**src/rtl/aluPkg.sv**
```systemverilog
package aluPkg;

  typedef enum logic [2:0] {
    FN_ADD  = 3'b000,
    FN_SUB  = 3'b001,
    FN_DEC  = 3'b010,
    FN_AND  = 3'b011,
    FN_OR   = 3'b100,
    FN_NOTA = 3'b101,
    FN_RSV6 = 3'b110,
    FN_RSV7 = 3'b111
  } aluFn_e;

  typedef struct packed {
    logic useAdder;  // result comes from the adder
    logic invB;      // feed ~opB to the adder
    logic onesB;     // feed all ones to the adder
    logic carryIn;   // adder carry in
    logic borrow;    // invert adder carry out into a borrow
    logic selAnd;
    logic selOr;
    logic selNot;
  } aluStrobes_t;

endpackage

```
**src/rtl/aluCtrl.sv**
```systemverilog
module aluCtrl
  import aluPkg::*;
(
  input  logic [2:0]  fnSel,
  output aluStrobes_t strobes
);

  always_comb begin
    strobes = '0;
    unique case (aluFn_e'(fnSel))
      FN_ADD: strobes.useAdder = 1'b1;
      FN_SUB: begin
        strobes.useAdder = 1'b1;
        strobes.invB     = 1'b1;
        strobes.carryIn  = 1'b1;
        strobes.borrow   = 1'b1;
      end
      FN_DEC: begin
        strobes.useAdder = 1'b1;
        strobes.onesB    = 1'b1;
        strobes.borrow   = 1'b1;
      end
      FN_AND:  strobes.selAnd = 1'b1;
      FN_OR:   strobes.selOr  = 1'b1;
      FN_NOTA: strobes.selNot = 1'b1;
      default: strobes = '0;
    endcase
  end

endmodule

```
**src/rtl/aluDatapath.sv**
```systemverilog
module aluDatapath
  import aluPkg::*;
#(
  parameter int WIDTH = 16
) (
  input  aluStrobes_t      strobes,
  input  logic [WIDTH-1:0] opA,
  input  logic [WIDTH-1:0] opB,
  output logic [WIDTH-1:0] yNext,
  output logic             carryNext,
  output logic             zeroNext,
  output logic             gtNext
);

  localparam int SUM_W = WIDTH + 1;

  logic [WIDTH-1:0] addendB;
  logic [SUM_W-1:0] sumFull;
  logic [WIDTH-1:0] logicBits;

  always_comb begin
    if (strobes.onesB)     addendB = '1;
    else if (strobes.invB) addendB = ~opB;
    else                   addendB = opB;
  end

  assign sumFull = {1'b0, opA} + {1'b0, addendB} + {{WIDTH{1'b0}}, strobes.carryIn};

  for (genvar bitIdx = 0; bitIdx < WIDTH; bitIdx++) begin : g_logicSlice
    always_comb begin
      if (strobes.selAnd)      logicBits[bitIdx] = opA[bitIdx] & opB[bitIdx];
      else if (strobes.selOr)  logicBits[bitIdx] = opA[bitIdx] | opB[bitIdx];
      else if (strobes.selNot) logicBits[bitIdx] = ~opA[bitIdx];
      else                     logicBits[bitIdx] = 1'b0;
    end
  end

  assign yNext     = strobes.useAdder ? sumFull[WIDTH-1:0] : logicBits;
  assign carryNext = strobes.useAdder & (sumFull[WIDTH] ^ strobes.borrow);
  assign zeroNext  = ~|yNext;
  assign gtNext    = opA > opB;

endmodule

```
**src/rtl/aluTop.sv**
```systemverilog
module aluTop
  import aluPkg::*;
#(
  parameter int WIDTH   = 16,
  parameter bit REG_OUT = 1'b1
) (
  input  logic             clk,
  input  logic             rstN,
  input  logic [2:0]       fnSel,
  input  logic [WIDTH-1:0] opA,
  input  logic [WIDTH-1:0] opB,
  output logic [WIDTH-1:0] result,
  output logic             carryOut,
  output logic             zeroOut,
  output logic             aGreater
);

  aluStrobes_t      strobes;
  logic [WIDTH-1:0] yNext;
  logic             carryNext;
  logic             zeroNext;
  logic             gtNext;

  aluCtrl u_ctrl (
    .fnSel   (fnSel),
    .strobes (strobes)
  );

  aluDatapath #(.WIDTH(WIDTH)) u_dp (
    .strobes   (strobes),
    .opA       (opA),
    .opB       (opB),
    .yNext     (yNext),
    .carryNext (carryNext),
    .zeroNext  (zeroNext),
    .gtNext    (gtNext)
  );

  if (REG_OUT) begin : g_regOut
    always_ff @(posedge clk or negedge rstN) begin
      if (!rstN) begin
        result   <= '0;
        carryOut <= 1'b0;
        zeroOut  <= 1'b1;
        aGreater <= 1'b0;
      end else begin
        result   <= yNext;
        carryOut <= carryNext;
        zeroOut  <= zeroNext;
        aGreater <= gtNext;
      end
    end
  end else begin : g_combOut
    assign result   = yNext;
    assign carryOut = carryNext;
    assign zeroOut  = zeroNext;
    assign aGreater = gtNext;
  end

endmodule

```
**config.mk**
```make
export PLATFORM = sky130hd
export DESIGN_NAME = aluTop
export DESIGN_NICKNAME = d
export VERILOG_FILES = /design/src/rtl/aluPkg.sv /design/src/rtl/aluCtrl.sv /design/src/rtl/aluDatapath.sv /design/src/rtl/aluTop.sv
export SDC_FILE = /design/constraint.sdc
export NUM_CORES = 1
export LEC_CHECK = 0
export BUFFER_PORTS_ARGS = -buffer_cell sky130_fd_sc_hd__buf_2
export CELL_PAD_IN_SITES_DETAIL_PLACEMENT = 0
export CELL_PAD_IN_SITES_GLOBAL_PLACEMENT = 1
export CORE_MARGIN = 4
export CORE_UTILIZATION = 35
export DETAILED_ROUTE_END_ITERATION = 8
export GPL_ROUTABILITY_DRIVEN = 0
export GPL_TIMING_DRIVEN = 0
export MAX_ROUTING_LAYER = met4
export PLACE_DENSITY_LB_ADDON = 0.1
export SYNTH_ARGS = -nofsm -noshare
export SYNTH_HDL_FRONTEND = slang
export SYNTH_SLANG_ARGS = --single-unit
export TNS_END_PERCENT = 1
```
**constraint.sdc**
```tcl
create_clock -name clk -period 0.8 [get_ports clk]
set_input_delay 0.04 -clock clk [delete_from_list [all_inputs] [get_ports clk]]
set_output_delay 0.04 -clock clk [all_outputs]
set_load 0.02 [all_outputs]
```
After elaboration in Yosys (flattened, before gate mapping) --
Cells that the tools add are included.
Storage, ports and cells: bits in registers 19, input port bits 37, bits in writable memories 0, word-level logic and storage cells 126, memory bits (read-only) 0, memories 0, output and inout bits 19, latch bits 0
Cells by class: mux-type cells 58, bitwise operators 51, reduce and logical (&&, ||, !) cells 5, magnitude comparators 1, multiply operators 0, divide/modulo/power cells 0, shifts and indexed selects 0, equality and inequality tests 5, add/subtract/negate cells 2
Operators with widths (number):
- two-way mux 1 bit | 55
- two-way mux 16 bit | 3
- adder 16 x 16 -> 17 bit | 1
- adder 17 x 1 -> 17 bit | 1
- bitwise AND 1 bit | 17
- greater-than comparator 16 bit | 1
- inverter 1 bit | 16
- inverter 16 bit | 1
- OR 1 bit | 16
- OR reduction 16 bit | 1
- == test 3 x 2 -> 1 bit, second input constant | 2
- == test 3 bit, second input constant | 2
- == test 3 x 1 -> 1 bit, second input constant | 1
- zero test 3 bit | 1
- OR reduction 3 bit | 1
- OR reduction 2 bit | 1
- zero test 1 bit | 1
- XOR 1 bit | 1

Depth between registers and ports, before layout --
Gate-level depths: netlist (run 1).
depth in word-level cells 9, gate-level depth with buffers 16, mapped depth without buffers 13

Hierarchy --
From an unflattened synthesis (run 1), not the netlist that was laid out.
Unflattened totals: cells, all modules 352, area total of the unflattened synthesis 2932.8 um^2
By module, submodules not included:
- aluDatapath | area each 2388.5 um^2, cells an instance 324, times used 1, seq. area each 0.0 um^2
- aluTop | area each 476.7 um^2, cells an instance 19, times used 1, seq. area each 476.7 um^2
- aluCtrl | area each 67.6 um^2, cells an instance 9, times used 1, seq. area each 0.0 um^2

Worst setup path before layout (run 1) --
No wires, ideal clock.
path kind input -> register, from input port fnSel[1], to register zeroOut, path buffers 3, arrival 3557 ps, slack -2847 ps, stages 15, required time 710 ps, cells stage by stage buf_6 > clkbuf_1 > nor2_1 > nand2_1 > buf_2 > inv_1 > fa_1 > fa_1 > a211o_1 > a2111o_1 > a21oi_1 > or3_1 > a21oi_1 > a211o_1 > nor4_2
Between the ends: longest elaborated chain between the ends 9, elaborated cells between the ends (all ways) 68, classes of those cells add/sub: 2; eq/ne: 5; mux: 57; reduce/logical: 4
RTL lines:
- from (decl) | RTL line aluTop.sv:9 | input logic [2:0] fnSel,
- == test 3 x 1 -> 1 bit | RTL line aluCtrl.sv:10 | unique case (aluFn_e'(fnSel))
- two-way mux 1 bit | RTL line aluCtrl.sv:10
- two-way mux 16 bit | RTL line aluDatapath.sv:23 | else if (strobes.invB) addendB = ~opB;
- two-way mux 16 bit | RTL line aluDatapath.sv:22 | if (strobes.onesB) addendB = '1;
- adder 16 x 16 -> 17 bit | RTL line aluDatapath.sv:27 | assign sumFull = {1'b0, opA} + {1'b0, addendB} + {{WIDTH{1'b0}}, strobes.carryIn};
- adder 17 x 1 -> 17 bit | RTL line aluDatapath.sv:27
- two-way mux 16 bit * | RTL line aluDatapath.sv:38 | assign yNext = strobes.useAdder ? sumFull[WIDTH-1:0] : logicBits;
- net u_dp.yNext[14] | RTL line aluDatapath.sv:9 | output logic [WIDTH-1:0] yNext,
- OR reduction 16 bit * | RTL line aluDatapath.sv:40 | assign zeroNext = ~|yNext;
- zero test 1 bit * | RTL line aluDatapath.sv:40
- net u_dp.zeroNext | RTL line aluDatapath.sv:11 | output logic zeroNext,
- to (signal assigned) | RTL line aluTop.sv:49 | zeroOut <= zeroNext;
- to (decl) | RTL line aluTop.sv:14 | output logic zeroOut,
The timed path passes the listed nets; every way through them passes the cells marked *.

Worst setup path after layout (run 1) --
from input port fnSel[0], to register zeroOut
Same word-level chain as after synthesis.

==> report_table.html, run 1 <==
<table>
<tr><th>Metric</th><th>Value</th></tr>
<tr><th colspan="2">Status</th></tr>
<tr><td>Result of the run</td><td>finished, violations left</td></tr>
<tr><td>Violated checks</td><td>negative setup slack</td></tr>
<tr><th colspan="2">CTS</th></tr>
<tr><td>Num CTS Buffers</td><td>3</td></tr>
<tr><td>Clock transition at the register clock pins on the worst setup and hold paths after CTS</td><td>0.06 ns</td></tr>
<tr><td>Master cell of the clock root buffer</td><td>clkbuf_8</td></tr>
<tr><td>Clock buffer depth</td><td>2</td></tr>
<tr><td>H-Tree Depth</td><td>1</td></tr>
<tr><td>TritonCTS clock tree</td><td>done</td></tr>
<tr><td>Number of clock sinks</td><td>19</td></tr>
<tr><th colspan="2">STA</th></tr>
<tr><td>Max Fclk</td><td>326 MHz</td></tr>
<tr><td>Part of the cycle the worst path needs</td><td>3.83</td></tr>
<tr><td>Hold violation total from the final report</td><td>0</td></tr>
<tr><td>Clock period minus final worst setup slack</td><td>3.06 ns</td></tr>
<tr><td>Final Slew Violations</td><td>0</td></tr>
<tr><td>Setup-violating endpoint count in the final report</td><td>20</td></tr>
<tr><td>RSZ-0062 raised after global routing</td><td>yes</td></tr>
<tr><td>Worst-Margin Slew</td><td>0.663 ns</td></tr>
<tr><td>Worst slew margin</td><td>0.558</td></tr>
<tr><td>PnR worst setup slack</td><td>-2.26 ns</td></tr>
<tr><th colspan="2">Setup path</th></tr>
<tr><td>Startpoint type of the worst setup path</td><td>primary input</td></tr>
<tr><td>Setup crit end kind</td><td>flop</td></tr>
<tr><td>CP Data Required Time</td><td>0.96 ns</td></tr>
<tr><td>Critical path class</td><td>in -&gt; reg</td></tr>
<tr><td>Arrival time reported for the critical path endpoint</td><td>3.22 ns</td></tr>
<tr><td>Max Fanout on Critical Path</td><td>10</td></tr>
<tr><td>Slowest library cell on the worst path</td><td>a2111o_1</td></tr>
<tr><td>Delay contributed by the slowest stage of the critical path</td><td>0.49 ns</td></tr>
<tr><td>Sequence of cells on the critical path</td><td>buf_4 &gt; buf_8 &gt; clkbuf_16 &gt; nand2_8 &gt; xnor2_2 &gt; nand2_1 &gt; fa_2 &gt; fa_2 &gt; a211o_1 &gt; a2111o_1 &gt; a21oi_2 &gt; or3_1 &gt; a21oi_2 &gt; a211o_1 &gt; nor4_2</td></tr>
<tr><th colspan="2">Yosys</th></tr>
<tr><td>Number of synthesized flops with an enable pin</td><td>0</td></tr>
<tr><td>Cell taking the most area after synthesis</td><td>ha_1</td></tr>
<tr><td>Synthesis Warnings</td><td>0</td></tr>
<tr><td>Top cell types by occurrence after synthesis</td><td>ha_1, inv_1, nand2_1</td></tr>
<tr><td>Register area share after synthesis</td><td>0.150</td></tr>
<tr><td>Async SR Flop Fraction</td><td>1.00</td></tr>
<tr><td>Most frequent cell after synthesis</td><td>ha_1</td></tr>
<tr><td>Post-Syn Area per Cell</td><td>8.30 µm²</td></tr>
<tr><td>Most used flip-flop cell after synthesis</td><td>dfrtp_1</td></tr>
<tr><td>Ranking of synthesized cells by area</td><td>ha_1, dfrtp_1, inv_1</td></tr>
<tr><td>Distinct cell type count of the synthesized netlist</td><td>75</td></tr>
<tr><td>Post-synthesis register bit count</td><td>19</td></tr>
<tr><td>Post-synthesis instance total</td><td>382</td></tr>
<tr><td>Area of the mapped netlist</td><td>3170 µm²</td></tr>
<tr><td>Top-area cell type share of the netlist area</td><td>0.249</td></tr>
<tr><td>Net count of the mapped netlist</td><td>484</td></tr>
<tr><th colspan="2">Floorplan</th></tr>
<tr><td>Width of the die</td><td>103 µm</td></tr>
<tr><td>I/O Pins</td><td>56</td></tr>
<tr><td>Starting density of the core</td><td>0.362</td></tr>
<tr><td>Area of the core region</td><td>8760 µm²</td></tr>
<tr><td>FP Rows</td><td>34</td></tr>
<tr><td>Overall die area</td><td>10600 µm²</td></tr>
<tr><td>DIE HEIGHT</td><td>103 µm</td></tr>
<tr><th colspan="2">Run</th></tr>
<tr><td>Count of maximum capacitance violations</td><td>0</td></tr>
<tr><th colspan="2">Pwr</th></tr>
<tr><td>Switching power summed over all nets</td><td>0.00198 W</td></tr>
<tr><td>Power Density</td><td>1140 nW/µm²</td></tr>
<tr><td>Combinational Power Share</td><td>0.630</td></tr>
<tr><td>Maximum resistive drop on vdd</td><td>0.595 mV</td></tr>
<tr><td>Sequential fraction of design power</td><td>0.242</td></tr>
<tr><td>Leakage</td><td>2.07 nW</td></tr>
<tr><td>Power Internal</td><td>0.00274 W</td></tr>
<tr><td>Switch share</td><td>0.420</td></tr>
<tr><td>Clock share of power</td><td>0.128</td></tr>
<tr><th colspan="2">Placement</th></tr>
<tr><td>Final HPWL DP</td><td>7630 µm</td></tr>
<tr><td>Placement Cell Area</td><td>3610 µm²</td></tr>
<tr><td>IO Port Bufs</td><td>54</td></tr>
<tr><th colspan="2">Route</th></tr>
<tr><td>Average via count per standard cell</td><td>5.25</td></tr>
<tr><td>Pre-Repair DR Iteration Count</td><td>4</td></tr>
<tr><td>Detailed-route wire length</td><td>9810 µm</td></tr>
<tr><td>Wire length per cell after detailed routing</td><td>17.1 µm</td></tr>
<tr><td>First-iteration detailed-routing DRC count</td><td>125</td></tr>
<tr><td>DRC violation count after routing</td><td>0</td></tr>
<tr><td>Via Count</td><td>3015</td></tr>
<tr><td>Number of nets with antenna violations after routing</td><td>0</td></tr>
<tr><th colspan="2">Global route</th></tr>
<tr><td>Global-route track usage on met1</td><td>0.271</td></tr>
<tr><td>Gr usage total</td><td>0.186</td></tr>
<tr><td>Met2 Resource Use GR</td><td>0.298</td></tr>
<tr><td>Wire length of the first global-routing pass</td><td>14900 µm</td></tr>
<tr><td>Grt ovf</td><td>0</td></tr>
<tr><td>Number of global-route vias before repair</td><td>2775</td></tr>
<tr><td>Met3 Resource Use GR</td><td>0.00402</td></tr>
<tr><td>Most Crowded Layer GR</td><td>met2</td></tr>
<tr><td>Maximum number of pins on one net before global-route repair</td><td>20</td></tr>
<tr><td>Initial antenna violation count</td><td>0</td></tr>
<tr><th colspan="2">Cells and area</th></tr>
<tr><td>Share of cells above drive strength 1</td><td>0.313</td></tr>
<tr><td>Utilization after layout</td><td>0.472</td></tr>
<tr><td>Number of inserted diodes</td><td>0</td></tr>
<tr><td>Cell area after layout</td><td>4140 µm²</td></tr>
<tr><td>Layout Area Growth over Synthesis</td><td>30.5%</td></tr>
<tr><td>Number of fill cells in the layout</td><td>887</td></tr>
<tr><td>Number of nets at the end of the flow</td><td>569</td></tr>
<tr><th colspan="2">Worst hold path</th></tr>
<tr><td>Hold WC Path Type</td><td>in -&gt; async</td></tr>
</table>
-- worst max-delay path, delay by kind of cell --
kind,cells,cell delay [ns]
adder cells (fa/ha/maj),2,0.74
XOR/XNOR,1,0.11
AND/OR/NAND/NOR,4,0.47
buffers and inverters,3,0.43
AO/OA/AOI/OAI,5,1.42
-- layout by cell type (no fill, tap or decap), types with 6 or more instances in the layout --
| cell type | synthesis | layout |
|---|---|---|
| a21oi_2 | 1 | 7 |
| a21oi_1 | 24 | 18 |
| o21ai_0 | 13 | 13 |
| buf_2 | 3 | 50 |
| buf_6 | 6 | 9 |
| nand2_1 | 34 | 32 |
| inv_1 | 46 | 46 |
| nor2_1 | 19 | 17 |
| ha_1 | 63 | 60 |
| o22ai_1 | 6 | 6 |
| o21bai_1 | 7 | 6 |
| buf_4 | 1 | 25 |
| nor3_1 | 7 | 7 |
| dfrtp_1 | 18 | 18 |
| xnor2_1 | 18 | 17 |
-- per-layer routing --
metal / up-vias / part of all wire
met5: - / 0
met4: 0 / 0.0056
met3: 5 / 0.049
met2: 70 / 0.46
met1: 1417 / 0.49
li1: 1523 / -
-- state kept, by name, indices dropped and copies added (netlist names) --
register and count:
result 16, aGreater 1, carryOut 1, zeroOut 1
-- cell type report --
cell class | count | area (µm²) | area share
clock buffer | 3 | 41.3 | 0.00998
inverter | 47 | 176 | 0.0426
timing repair buffer | 80 | 519 | 0.126
sequential | 19 | 477 | 0.115
clock inverter | 1 | 5.00 | 0.00121
multi-input combinational | 301 | 2580 | 0.623
tap | 108 | 135 | 0.0327
buffer | 15 | 204 | 0.0493
-- stage by stage --
step	setup WS [ns]	hold slack [ns]	TNS, ns	std cells	total power [W]
after global placement	-3.33	-0.0253	-47.60	544	0.00371
after detailed placement	-3.36	-0.0184	-47.83	544	0.00373
final	-2.26	0.249	-29.73	574	0.00472
after floorplan	-2.27	-0.256	-30.53	382	0.00293
after global routing	-2.42	0.302	-32.14	574	0.00509
after CTS	-2.35	0.252	-31.22	554	0.00455
-- power by group through the flow --
stage               logic, W  registers, W  clock network (W)
floorplan            0.00157       0.00137                  0
global placement     0.00256       0.00115                  0
detailed placement   0.00258       0.00115                  0
CTS                  0.00278       0.00113           0.000631
global route         0.00327       0.00116           0.000665
finish               0.00297       0.00114           0.000604
-- final timing paths --
| kind | startpoint | endpoint | cells after the start |
|---|---|---|---|
| max in group asynchronous | rstN | zeroOut$_DFF_PN1_ | 2 |
| min | rstN | result[2]$_DFF_PN0_ | 2 |
| min in group clk | opA[9] | result[9]$_DFF_PN0_ | 4 |
| max | fnSel[0] | zeroOut$_DFF_PN1_ | 15 |
-- what timing repair did --
action	CTS	global route
hold buffers	1	0
setup buffers	5	20
resized for setup	35	22
endpoints found under the setup margin	22	38
gates cloned	0	0
pin swaps	19	24
hold endpoints to repair	18	0
-- cells by family (layout without fill, tap and decap cells) --
| logic type | Yosys count | after routing | synth area share |
|---|---|---|---|
| compound gates | 115 | 115 | 0.267 |
| xor+xnor | 20 | 20 | 0.0552 |
| fa+ha+maj | 65 | 65 | 0.261 |
| buf+inv | 62 | 146 | 0.0943 |
| flops | 19 | 19 | 0.150 |
| mux | 3 | 3 | 0.00987 |
| simple gates | 98 | 98 | 0.162 |
(Power assumes the default switching activity.)
==> run 2: changes to the inputs <==
CORE_UTILIZATION = 30   (was 35)
==> run 2 against run 1 <==
The run still ends with negative setup slack left. Sequential share of layout area increased by 0.14 points. Total power decreased by 1.1%. Hold slack improved by 0.00081 ns. Combinational power decreased by 1%. Flip-flop and latch count unchanged. Largest power group unchanged.
==> report_table.html, run 2 (synthesis gave the netlist of run 1 again) <==
<table>
<tr><th>Metric</th><th>Value</th></tr>
<tr><th colspan="2">Status</th></tr>
<tr><td>Result of the run</td><td>finished, violations left</td></tr>
<tr><td>Violated checks</td><td>negative setup slack</td></tr>
<tr><th colspan="2">STA</th></tr>
<tr><td>Hold violation total from the final report</td><td>0 (unchanged)</td></tr>
<tr><td>Part of the cycle the worst path needs</td><td>3.79 (-0.0438)</td></tr>
<tr><td>RSZ-0062 raised after global routing</td><td>yes</td></tr>
<tr><td>Worst slew margin</td><td>0.510 (-0.0476)</td></tr>
<tr><td>Setup-violating endpoint count in the final report</td><td>21 (+5.0%)</td></tr>
<tr><td>Clock period minus final worst setup slack</td><td>3.03 ns (-0.0350 ns)</td></tr>
<tr><td>Max Fclk</td><td>330 MHz (+1.2%)</td></tr>
<tr><td>PnR worst setup slack</td><td>-2.23 ns (+0.0350 ns)</td></tr>
<tr><td>Worst-Margin Slew</td><td>0.735 ns (+0.0713 ns)</td></tr>
<tr><td>Fin Hold WS</td><td>0.250 ns (+0.000805 ns)</td></tr>
<tr><td>Final Slew Violations</td><td>0 (unchanged)</td></tr>
<tr><th colspan="2">Cells and area</th></tr>
<tr><td>Number of flip-flops in the largest register</td><td>16 (unchanged)</td></tr>
<tr><td>Count of placed standard cells in the final layout, fillers left out</td><td>596 (+3.8%)</td></tr>
<tr><td>Number of fill cells in the layout</td><td>1056 (+19%)</td></tr>
<tr><td>Utilization after layout</td><td>0.396 (-0.0762)</td></tr>
<tr><td>Multi-input logic area</td><td>2570 µm² (-0.24%)</td></tr>
<tr><td>Layout Area Growth over Synthesis</td><td>28.9%</td></tr>
<tr><td>Leading cell type in the layout, fill and taps excluded</td><td>ha_1</td></tr>
<tr><td>Number of inserted diodes</td><td>0 (unchanged)</td></tr>
<tr><td>Number of nets at the end of the flow</td><td>563 (-1.1%)</td></tr>
<tr><td>Share of cells above drive strength 1</td><td>0.302 (-0.0111)</td></tr>
<tr><td>Register with the highest flop count</td><td>result</td></tr>
<tr><td>Storage cell area</td><td>477 µm² (unchanged)</td></tr>
<tr><td>Most frequent cells in the layout</td><td>ha_1, buf_2, inv_1, nand2_1</td></tr>
<tr><th colspan="2">Setup path</th></tr>
<tr><td>Kind of cell adding the most delay to the critical path</td><td>simple AND/OR/NAND/NOR gates</td></tr>
<tr><td>Setup crit end kind</td><td>flop</td></tr>
<tr><td>CP Data Required Time</td><td>0.96 ns (about the same)</td></tr>
<tr><td>Startpoint type of the worst setup path</td><td>primary input</td></tr>
<tr><td>Sequence of cells on the critical path</td><td>buf_12 &gt; clkbuf_16 &gt; nor2_4 &gt; nand2_8 &gt; xnor2_2 &gt; nand2_1 &gt; fa_2 &gt; fa_2 &gt; a21o_1 &gt; a221oi_4 &gt; xor2_1 &gt; a222oi_1 &gt; nor4b_2 &gt; nand4bb_1 &gt; nor4_2</td></tr>
<tr><td>Critical path class</td><td>in -&gt; reg</td></tr>
<tr><td>Cell repeated most along the worst path</td><td>fa_2</td></tr>
<tr><td>Max Fanout on Critical Path</td><td>6 (-4)</td></tr>
<tr><td>Delay contributed by the slowest stage of the critical path</td><td>0.37 ns (-0.12 ns)</td></tr>
<tr><td>Number of buffers and inverters on the critical path</td><td>2 (-1)</td></tr>
<tr><td>Arrival time reported for the critical path endpoint</td><td>3.19 ns (-0.03 ns)</td></tr>
<tr><td>Slowest library cell on the worst path</td><td>fa_2</td></tr>
<tr><th colspan="2">Floorplan</th></tr>
<tr><td>I/O Pins</td><td>56 (unchanged)</td></tr>
<tr><td>DIE HEIGHT</td><td>111 µm (+7.4%)</td></tr>
<tr><td>Width of the die</td><td>111 µm (+7.4%)</td></tr>
<tr><td>FP Rows</td><td>37 (+8.8%)</td></tr>
<tr><td>Starting density of the core</td><td>0.307 (-0.0547)</td></tr>
<tr><td>Area of the core region</td><td>10300 µm² (+18%)</td></tr>
<tr><td>Overall die area</td><td>12300 µm² (+15%)</td></tr>
<tr><th colspan="2">Global route</th></tr>
<tr><td>Maximum number of pins on one net before global-route repair</td><td>20 (unchanged)</td></tr>
<tr><td>Grt ovf</td><td>0 (unchanged)</td></tr>
<tr><td>Wire length of the first global-routing pass</td><td>16100 µm (+8.4%)</td></tr>
<tr><td>Initial antenna violation count</td><td>0 (unchanged)</td></tr>
<tr><td>Gr usage total</td><td>0.166 (-0.0206)</td></tr>
<tr><td>Number of global-route vias before repair</td><td>2969 (+7.0%)</td></tr>
<tr><th colspan="2">Route</th></tr>
<tr><td>Number of nets with antenna violations after routing</td><td>0 (unchanged)</td></tr>
<tr><td>Via Count</td><td>2955 (-2.0%)</td></tr>
<tr><td>First-iteration detailed-routing DRC count</td><td>154 (+23%)</td></tr>
<tr><td>DRC violation count after routing</td><td>0 (unchanged)</td></tr>
<tr><td>Detailed-route wire length</td><td>10100 µm (+3.3%)</td></tr>
<tr><td>Average via count per standard cell</td><td>4.96 (-5.6%)</td></tr>
<tr><td>Wire length per cell after detailed routing</td><td>17.0 µm (-0.56%)</td></tr>
<tr><td>Pre-Repair DR Iteration Count</td><td>4 (unchanged)</td></tr>
<tr><th colspan="2">CTS</th></tr>
<tr><td>Number of clock sinks</td><td>19 (unchanged)</td></tr>
<tr><td>H-Tree Depth</td><td>1 (unchanged)</td></tr>
<tr><td>Master cell of the clock root buffer</td><td>clkbuf_8</td></tr>
<tr><td>Clock buffer depth</td><td>2 (unchanged)</td></tr>
<tr><td>TritonCTS clock tree</td><td>done</td></tr>
<tr><td>Num CTS Buffers</td><td>3 (unchanged)</td></tr>
<tr><td>Clock transition at the register clock pins on the worst setup and hold paths after CTS</td><td>0.06 ns (about the same)</td></tr>
<tr><th colspan="2">Run</th></tr>
<tr><td>Count of maximum capacitance violations</td><td>0 (unchanged)</td></tr>
<tr><th colspan="2">Placement</th></tr>
<tr><td>Final HPWL DP</td><td>7920 µm (+3.7%)</td></tr>
<tr><td>IO Port Bufs</td><td>54 (unchanged)</td></tr>
<tr><td>Cells after DPL</td><td>572 (+5.1%)</td></tr>
<tr><td>Post-placement setup slack</td><td>-3.39 ns (-0.0356 ns)</td></tr>
<tr><th colspan="2">Pwr</th></tr>
<tr><td>Power Density</td><td>1140 nW/µm² (+0.12%)</td></tr>
<tr><td>Leakage</td><td>2.02 nW (-2.4%)</td></tr>
<tr><td>Total power draw</td><td>0.00467 W (-1.1%)</td></tr>
<tr><td>Maximum resistive drop on vdd</td><td>0.846 mV (+42%)</td></tr>
<tr><th colspan="2">Worst hold path</th></tr>
<tr><td>Hold WC Path Type</td><td>in -&gt; async</td></tr>
</table>
run 2: cell types whose count changed in the layout (fill, tap and decap cells not counted), sizes merged:
cell,change
buf,-6
dlymetal6s2s,-1
clkbuf,+2
clkinv,-1
run 2: path summary, 6_finish.rpt:
| kind | startpoint | endpoint | slack [ns] | depth (start not counted) |
|---|---|---|---|---|
| worst max-delay path | fnSel[1] | zeroOut$_DFF_PN1_ | -2.23 | 15 |
| worst min-delay path | rstN | result[6]$_DFF_PN0_ | 0.25 | 2 |
| max in group asynchronous | rstN | zeroOut$_DFF_PN1_ | 0.24 | 2 |
| min in group clk | opA[0] | result[0]$_DFF_PN0_ | 0.25 | 3 |
run 2: final cells by class:
type                       instances  share of cell area
buffer                            15              0.0508
clock buffer                       4              0.0110
inverter                          47              0.0432
multi-input combinational        301               0.630
sequential                        19               0.117
tap                              136              0.0416
timing repair buffer              74               0.107
run 2: stage by stage:
step / setup TNS, ns / area [µm²]
2_1_floorplan: -30.53 / 3200
3_3_place_gp: -49.02 / 3640
3_5_place_dp: -48.93 / 3640
4_1_cts: -30.77 / 3920
5_1_grt: -32.05 / 4090
6_report: -29.41 / 4090
run 2: timing repair:
| item | 4_1_cts | 5_1_grt |
|---|---|---|
| hold endpoints to repair | 18 | 0 |
| gates resized for setup | 33 | 22 |
| hold buffers | 1 | 0 |
| pin swaps | 22 | 19 |
| endpoints found under the setup margin | 25 | 38 |
| buffers inserted | 7 | 12 |
run 2: power by group:
part	leakage [nW]	switching, W	internal [W]	total (W)
clock	0.0228	0.000255	0.000352	0.000607
combinational	1.76	0.00170	0.00123	0.00293
sequential	0.233	0.0000276	0.00111	0.00114
run 2: per-layer routing:
metal,track usage,share of wire
met1,0.236,0.51
met3,0.0126,0.040
met2,0.262,0.45
met4,0.0279,0.0060
met5,-,0
